[src/rtl/uart_regbank_pkg.sv]
package uart_regbank_pkg;

  localparam int NUM_IRQ = 6;

  // Pending / enable bit positions
  localparam int IRQ_TX_FULL  = 0;
  localparam int IRQ_RX_FULL  = 1;
  localparam int IRQ_TX_EMPTY = 2;
  localparam int IRQ_RX_EMPTY = 3;
  localparam int IRQ_TX_LOW   = 4;
  localparam int IRQ_RX_HIGH  = 5;

  typedef enum logic [2:0] {
    SEL_DATA = 3'd0,
    SEL_DIV  = 3'd1,
    SEL_CTRL = 3'd2,
    SEL_IEN  = 3'd3,
    SEL_PEND = 3'd4,
    SEL_NONE = 3'd7
  } reg_sel_e;

  // Control word, bit 0 at the bottom
  typedef struct packed {
    logic [7:0] rx_wm;
    logic [7:0] tx_wm;
    logic       par_even;
    logic       par_en;
    logic       two_stop;
  } ctrl_t;

  localparam int CTRL_W = $bits(ctrl_t);

endpackage

[src/rtl/uart_regbank_decode.sv]
module uart_regbank_decode
  import uart_regbank_pkg::*;
#(
  parameter int ADDR_W = 8
) (
  input  logic [ADDR_W-1:0] paddr,
  input  logic              pwrite,
  input  logic              tx_full,
  input  logic              rx_empty,
  output reg_sel_e          sel,
  output logic              err
);

  localparam int IDX_W = ADDR_W - 2;

  logic [IDX_W-1:0] idx;
  assign idx = paddr[ADDR_W-1:2];

  always_comb begin
    sel = SEL_NONE;
    if (paddr[1:0] == 2'b00) begin
      case (idx)
        IDX_W'(0): sel = SEL_DATA;
        IDX_W'(1): sel = SEL_DIV;
        IDX_W'(2): sel = SEL_CTRL;
        IDX_W'(3): sel = SEL_IEN;
        IDX_W'(4): sel = SEL_PEND;
        default:   sel = SEL_NONE;
      endcase
    end
  end

  always_comb begin
    unique case (sel)
      SEL_NONE: err = 1'b1;
      SEL_PEND: err = pwrite;
      SEL_DATA: err = pwrite ? tx_full : rx_empty;
      default:  err = 1'b0;
    endcase
  end

endmodule

[src/rtl/uart_regbank_irq.sv]
module uart_regbank_irq
  import uart_regbank_pkg::*;
#(
  parameter int LVL_W = 11
) (
  input  logic               clk,
  input  logic               rst,
  input  logic               tx_full,
  input  logic               rx_full,
  input  logic               tx_empty,
  input  logic               rx_empty,
  input  logic [LVL_W-1:0]   tx_level,
  input  logic [LVL_W-1:0]   rx_level,
  input  logic [7:0]         tx_wm,
  input  logic [7:0]         rx_wm,
  input  logic [NUM_IRQ-1:0] ien,
  output logic [NUM_IRQ-1:0] pend,
  output logic               irq
);

  always_comb begin
    pend               = '0;
    pend[IRQ_TX_FULL]  = tx_full;
    pend[IRQ_RX_FULL]  = rx_full;
    pend[IRQ_TX_EMPTY] = tx_empty;
    pend[IRQ_RX_EMPTY] = rx_empty;
    pend[IRQ_TX_LOW]   = tx_level < LVL_W'(tx_wm);
    pend[IRQ_RX_HIGH]  = rx_level > LVL_W'(rx_wm);
  end

  always_ff @(posedge clk) begin
    if (rst) irq <= 1'b0;
    else     irq <= |(pend & ien);
  end

endmodule

[src/rtl/uart_regbank.sv]
module uart_regbank
  import uart_regbank_pkg::*;
#(
  parameter int                  ADDR_W   = 8,
  parameter int                  DIV_W    = 16,
  parameter int                  LVL_W    = 11,
  parameter logic [DIV_W-1:0]    RST_DIV  = 16'd434,
  parameter logic [18:0]         RST_CTRL = 19'h08080,
  parameter logic [5:0]          RST_IEN  = 6'h00
) (
  input  logic              clk,
  input  logic              rst,
  input  logic              psel,
  input  logic              penable,
  input  logic              pwrite,
  input  logic [ADDR_W-1:0] paddr,
  input  logic [31:0]       pwdata,
  output logic [31:0]       prdata,
  output logic              pready,
  output logic              pslverr,
  output logic              tx_push,
  output logic [7:0]        tx_wdata,
  input  logic              tx_full,
  input  logic              tx_empty,
  input  logic [LVL_W-1:0]  tx_level,
  output logic              rx_pop,
  input  logic [7:0]        rx_rdata,
  input  logic              rx_full,
  input  logic              rx_empty,
  input  logic [LVL_W-1:0]  rx_level,
  output logic [DIV_W-1:0]  cfg_divisor,
  output logic              cfg_two_stop,
  output logic              cfg_parity_en,
  output logic              cfg_parity_even,
  output logic              irq
);

  logic setup_ph, access_ph;
  assign setup_ph  = psel & ~penable;
  assign access_ph = psel & penable;

  reg_sel_e           sel, sel_q;
  logic               dec_err, err_q;
  logic [DIV_W-1:0]   div_q;
  ctrl_t              ctrl_q;
  logic [NUM_IRQ-1:0] ien_q, pend;
  logic [31:0]        rd_mux, prdata_q;
  logic               wr_ok;
  logic               unused_wdata;

  assign unused_wdata = ^pwdata;

  uart_regbank_decode #(.ADDR_W(ADDR_W)) u_decode (
    .paddr    (paddr),
    .pwrite   (pwrite),
    .tx_full  (tx_full),
    .rx_empty (rx_empty),
    .sel      (sel),
    .err      (dec_err)
  );

  uart_regbank_irq #(.LVL_W(LVL_W)) u_irq (
    .clk      (clk),
    .rst      (rst),
    .tx_full  (tx_full),
    .rx_full  (rx_full),
    .tx_empty (tx_empty),
    .rx_empty (rx_empty),
    .tx_level (tx_level),
    .rx_level (rx_level),
    .tx_wm    (ctrl_q.tx_wm),
    .rx_wm    (ctrl_q.rx_wm),
    .ien      (ien_q),
    .pend     (pend),
    .irq      (irq)
  );

  // Read data chosen in the setup phase, presented in the access phase
  always_comb begin
    rd_mux = '0;
    case (sel)
      SEL_DATA: rd_mux = {24'd0, rx_rdata};
      SEL_DIV:  rd_mux = 32'(div_q);
      SEL_CTRL: rd_mux = 32'(ctrl_q);
      SEL_IEN:  rd_mux = 32'(ien_q);
      SEL_PEND: rd_mux = 32'(pend);
      default:  rd_mux = '0;
    endcase
  end

  always_ff @(posedge clk) begin
    if (rst) begin
      sel_q    <= SEL_NONE;
      err_q    <= 1'b0;
      prdata_q <= '0;
    end else if (setup_ph) begin
      sel_q    <= sel;
      err_q    <= dec_err;
      prdata_q <= (dec_err || pwrite) ? 32'd0 : rd_mux;
    end else begin
      err_q    <= 1'b0;
    end
  end

  assign wr_ok = access_ph & pwrite & ~err_q;

  always_ff @(posedge clk) begin
    if (rst) begin
      div_q  <= RST_DIV;
      ctrl_q <= ctrl_t'(RST_CTRL);
      ien_q  <= RST_IEN;
    end else if (wr_ok) begin
      case (sel_q)
        SEL_DIV:  div_q  <= pwdata[DIV_W-1:0];
        SEL_CTRL: ctrl_q <= ctrl_t'(pwdata[CTRL_W-1:0]);
        SEL_IEN:  ien_q  <= pwdata[NUM_IRQ-1:0];
        default:  ;
      endcase
    end
  end

  assign tx_push  = wr_ok & (sel_q == SEL_DATA);
  assign tx_wdata = pwdata[7:0];
  assign rx_pop   = access_ph & ~pwrite & ~err_q & (sel_q == SEL_DATA);

  assign prdata          = prdata_q;
  assign pslverr         = err_q;
  assign pready          = 1'b1;
  assign cfg_divisor     = div_q;
  assign cfg_two_stop    = ctrl_q.two_stop;
  assign cfg_parity_en   = ctrl_q.par_en;
  assign cfg_parity_even = ctrl_q.par_even;

endmodule

[config.mk]
export PLATFORM = sky130hd
export DESIGN_NAME = uart_regbank
export DESIGN_NICKNAME = d
export VERILOG_FILES = /design/src/rtl/uart_regbank_pkg.sv /design/src/rtl/uart_regbank_decode.sv /design/src/rtl/uart_regbank_irq.sv /design/src/rtl/uart_regbank.sv
export SDC_FILE = /design/constraint.sdc
export NUM_CORES = 1
export LEC_CHECK = 0
export BUFFER_PORTS_ARGS = -buffer_cell sky130_fd_sc_hd__buf_2
export CORE_ASPECT_RATIO = 0.75
export CORE_MARGIN = 2
export CORE_UTILIZATION = 25
export CTS_CLUSTER_SIZE = 12
export DETAILED_ROUTE_END_ITERATION = 7
export SLEW_MARGIN = 40
export SYNTH_ARGS = -nofsm -noshare
export SYNTH_HDL_FRONTEND = slang
export SYNTH_SLANG_ARGS = --single-unit
[constraint.sdc]
create_clock -name clk -period 4.8 [get_ports clk]
set_clock_uncertainty 0.1 [all_clocks]
set_input_delay 1.44 -clock clk [delete_from_list [all_inputs] [get_ports clk]]
set_output_delay 1.44 -clock clk [all_outputs]
set_load 0.01 [all_outputs]
==> run summary <==
via count - 2946
wire length of the first global-routing pass - 15700 microns
die width - 140 microns
peak per-stage delay on the critical path - 0.20 ns
DR DRC count - 9
vias in the first global route - 2929
All-Layer GR Usage - 13.8%
Initial Util - 25.4%
Worst Setup End Kind - primary output
Root Buffer - clkbuf_16
TritonCTS buffer count - 9
DP Area - 4070 sq um
ys flop type - dfxtp_1
first drt pass iteration count - 8
power density over the cells - 313 nW/um^2
Synth async-reset ratio - 0%
CTS tree - yes
M1 wire length - 4880 microns
grt total ovfl - 0
Synth Warn # - 0
CP Cell Sequence - buf_2 -> and4bb_1 -> and2_1 -> nor3b_1 -> buf_2
#FFs+latches synth - 65
worst-case clock buffer depth - 2
Hold EP - sel_q[2]
largest net degree at the start of global routing - 57
CP Launch Type - input port
Seq/Total Area, Yosys - 37.5%
final setup TNS - 0 ns
min-delay src - sel_q[2]
initial antenna violation count - 0
Setup Fix Bufs, Post-CTS - 0
worst slew pin tran - 0.669 ns
Max transition margin - 55.4%
reg2reg end - prdata[5]
ANT nets after route - 0
post-DR wirelength/cell - 15.7 microns
post-DR vias/cell - 4.59
number of cells produced by synthesis - 360
clock-pin slew on the worst setup and hold paths - 0.05 ns
Die Ht - 106 microns
RSZ-0062 raised after global routing - no
worst setup margin - 0.974 ns
Routed WL - 10100 microns
antenna cells - 0
WHS Path Cells - 2
share of cells above drive strength 1 - 35.3%
Post-DP HPWL - 7580 microns
max cap viols - 0
worst r2r src - ctrl_q[18]
layout net count - 556
Clock Latency Late Sink - 0.33 ns
Place WS - 0.993 ns
Max Used Layer - met4
port bufs - 115
hold buffer count at cts - 0
post-CTS resize count - 0
outcome - finished with violations
CP max-delay cell - and4bb_1
post-synthesis cell type count - 51
Min Clock Period, post-route - 3.83 ns
synthesis-to-layout area growth - 26.7%
critical path class - input port to primary output
site row count - 37
failing checks - design-rule violations
io pins - 143
Avg Inst Size Synth - 9.65 sq um
core region area - 13700 sq um
Hold Crit Class - register to register
met2 routed WL - 4510 microns
Final Cell Area - 4400 sq um
Iter 0 DRT Violations - 157
crit path max fanout - 4
metal3 WL - 683 microns
EDFF count, synth - 0
peak supply drop - 0.168 mV
Max H-tree Level - 3
WP data arrival - 2.29 ns
Worst R2R Setup Slack - 2.99 ns
Pins Over Slew Limit - 0
GP Congestion - 0.761
most used cell, CP - buf_2
Cell Area, Synth - 3470 sq um
period utilization - 79.7%
total die area - 14900 sq um
Leak - 2.15 nW
clock sinks - 65
Final Util - 32.2%
R2R cell count - 6
final setup vio count - 0
Final Hold Viols - 0
FMAX - 0.261 GHz
Req. time, crit path - 3.26 ns
## metal layers
metal	GRT usage (%)	up-vias
met5	0	-
met3	5.00	5
li1	-	1457
met2	21.5	102
met4	3.54	0
met1	18.1	1382
## flip-flops by register name, indices dropped and copies added (netlist names)
name / cells
ctrl_q: 16
cfg_parity_even: 1
cfg_parity_en: 1
cfg_two_stop: 1
pslverr: 1
ien_q: 6
u_irq.irq: 1
prdata: 19
sel_q: 3
cfg_divisor: 16
## cell usage in the layout (no fill, tap or decap), drive strengths merged, types with 7 or more instances in the layout
master,n
buf,121
nor2,55
dfxtp,65
inv,16
ha,15
a211oi,7
a21oi,7
conb,14
a22oi,21
a22o,9
mux2i,47
clkbuf,11
nand2,16
## per-stage QoR
step | std cells | hold slack [ns] | power [mW]
after floorplan | 372 | 0.347 | 0.628
after global placement | 626 | 0.364 | 0.669
after detailed placement | 626 | 0.370 | 0.671
after CTS | 642 | 0.382 | 1.40
after global routing | 642 | 0.412 | 1.43
final | 642 | 0.375 | 1.38
## final cells by class
| cell class | count | area [sq um] |
|---|---|---|
| clock inverter | 5 | 77.6 |
| sequential | 65 | 1300 |
| tap | 175 | 219 |
| inverter | 17 | 63.8 |
| timing repair buffer | 121 | 621 |
| multi-input combinational | 248 | 1870 |
| fill | 1426 | 9260 |
| clock buffer | 11 | 253 |
## Yosys cell counts, drive strengths merged (2+ instances only)
cell	count	share of area [%]
a21o	2	0.43
nor3b	3	0.79
a211oi	7	2.0
a32oi	3	0.76
clkbuf	9	1.1
buf	33	7.2
nor2	55	6.7
nand3	2	0.43
o21ai	4	0.58
mux2i	47	14
or3	2	0.36
mux2	4	1.3
nor4b	2	0.94
mux4	2	1.3
conb	2	0.22
inv	16	1.7
dfxtp	65	37
nand2	16	1.7
o22ai	5	0.90
nand4	5	0.90
o211ai	6	1.3
nor2b	3	0.54
a21oi	7	1.0
a22o	9	2.3
nand3b	2	0.43
a22oi	21	6.0
ha	15	5.4
## cells by family after synthesis
group / count (synthesis) / synth area share [%]
flip-flops: 65 / 37.5
multiplexers: 53 / 16.1
adder cells (fa/ha/maj): 15 / 5.40
AO/OA/AOI/OAI: 68 / 16.1
buffers and inverters: 59 / 10.1
other: 2 / 0.216
AND/OR/NAND/NOR: 98 / 14.6
## where the power goes
| group | internal [mW] | switching, mW |
|---|---|---|
| Combinational | 0.0443 | 0.0690 |
| Sequential | 0.542 | 0.00233 |
| Clock | 0.481 | 0.240 |
| Total | 1.07 | 0.311 |
## worst max-delay path by stage
stage | from | end | cells past startpoint
after floorplan | psel | tx_push | 3
after global placement | psel | tx_push | 5
after detailed placement | psel | tx_push | 5
after CTS | psel | tx_push | 5
after global routing | psel | tx_push | 5
final | psel | tx_push | 5
## worst max-delay path: cells and delay by family
family | cells | cell delay (ns)
simple gates | 3 | 0.59
buf+inv | 2 | 0.25
Power figures use the tool's default switching activity.
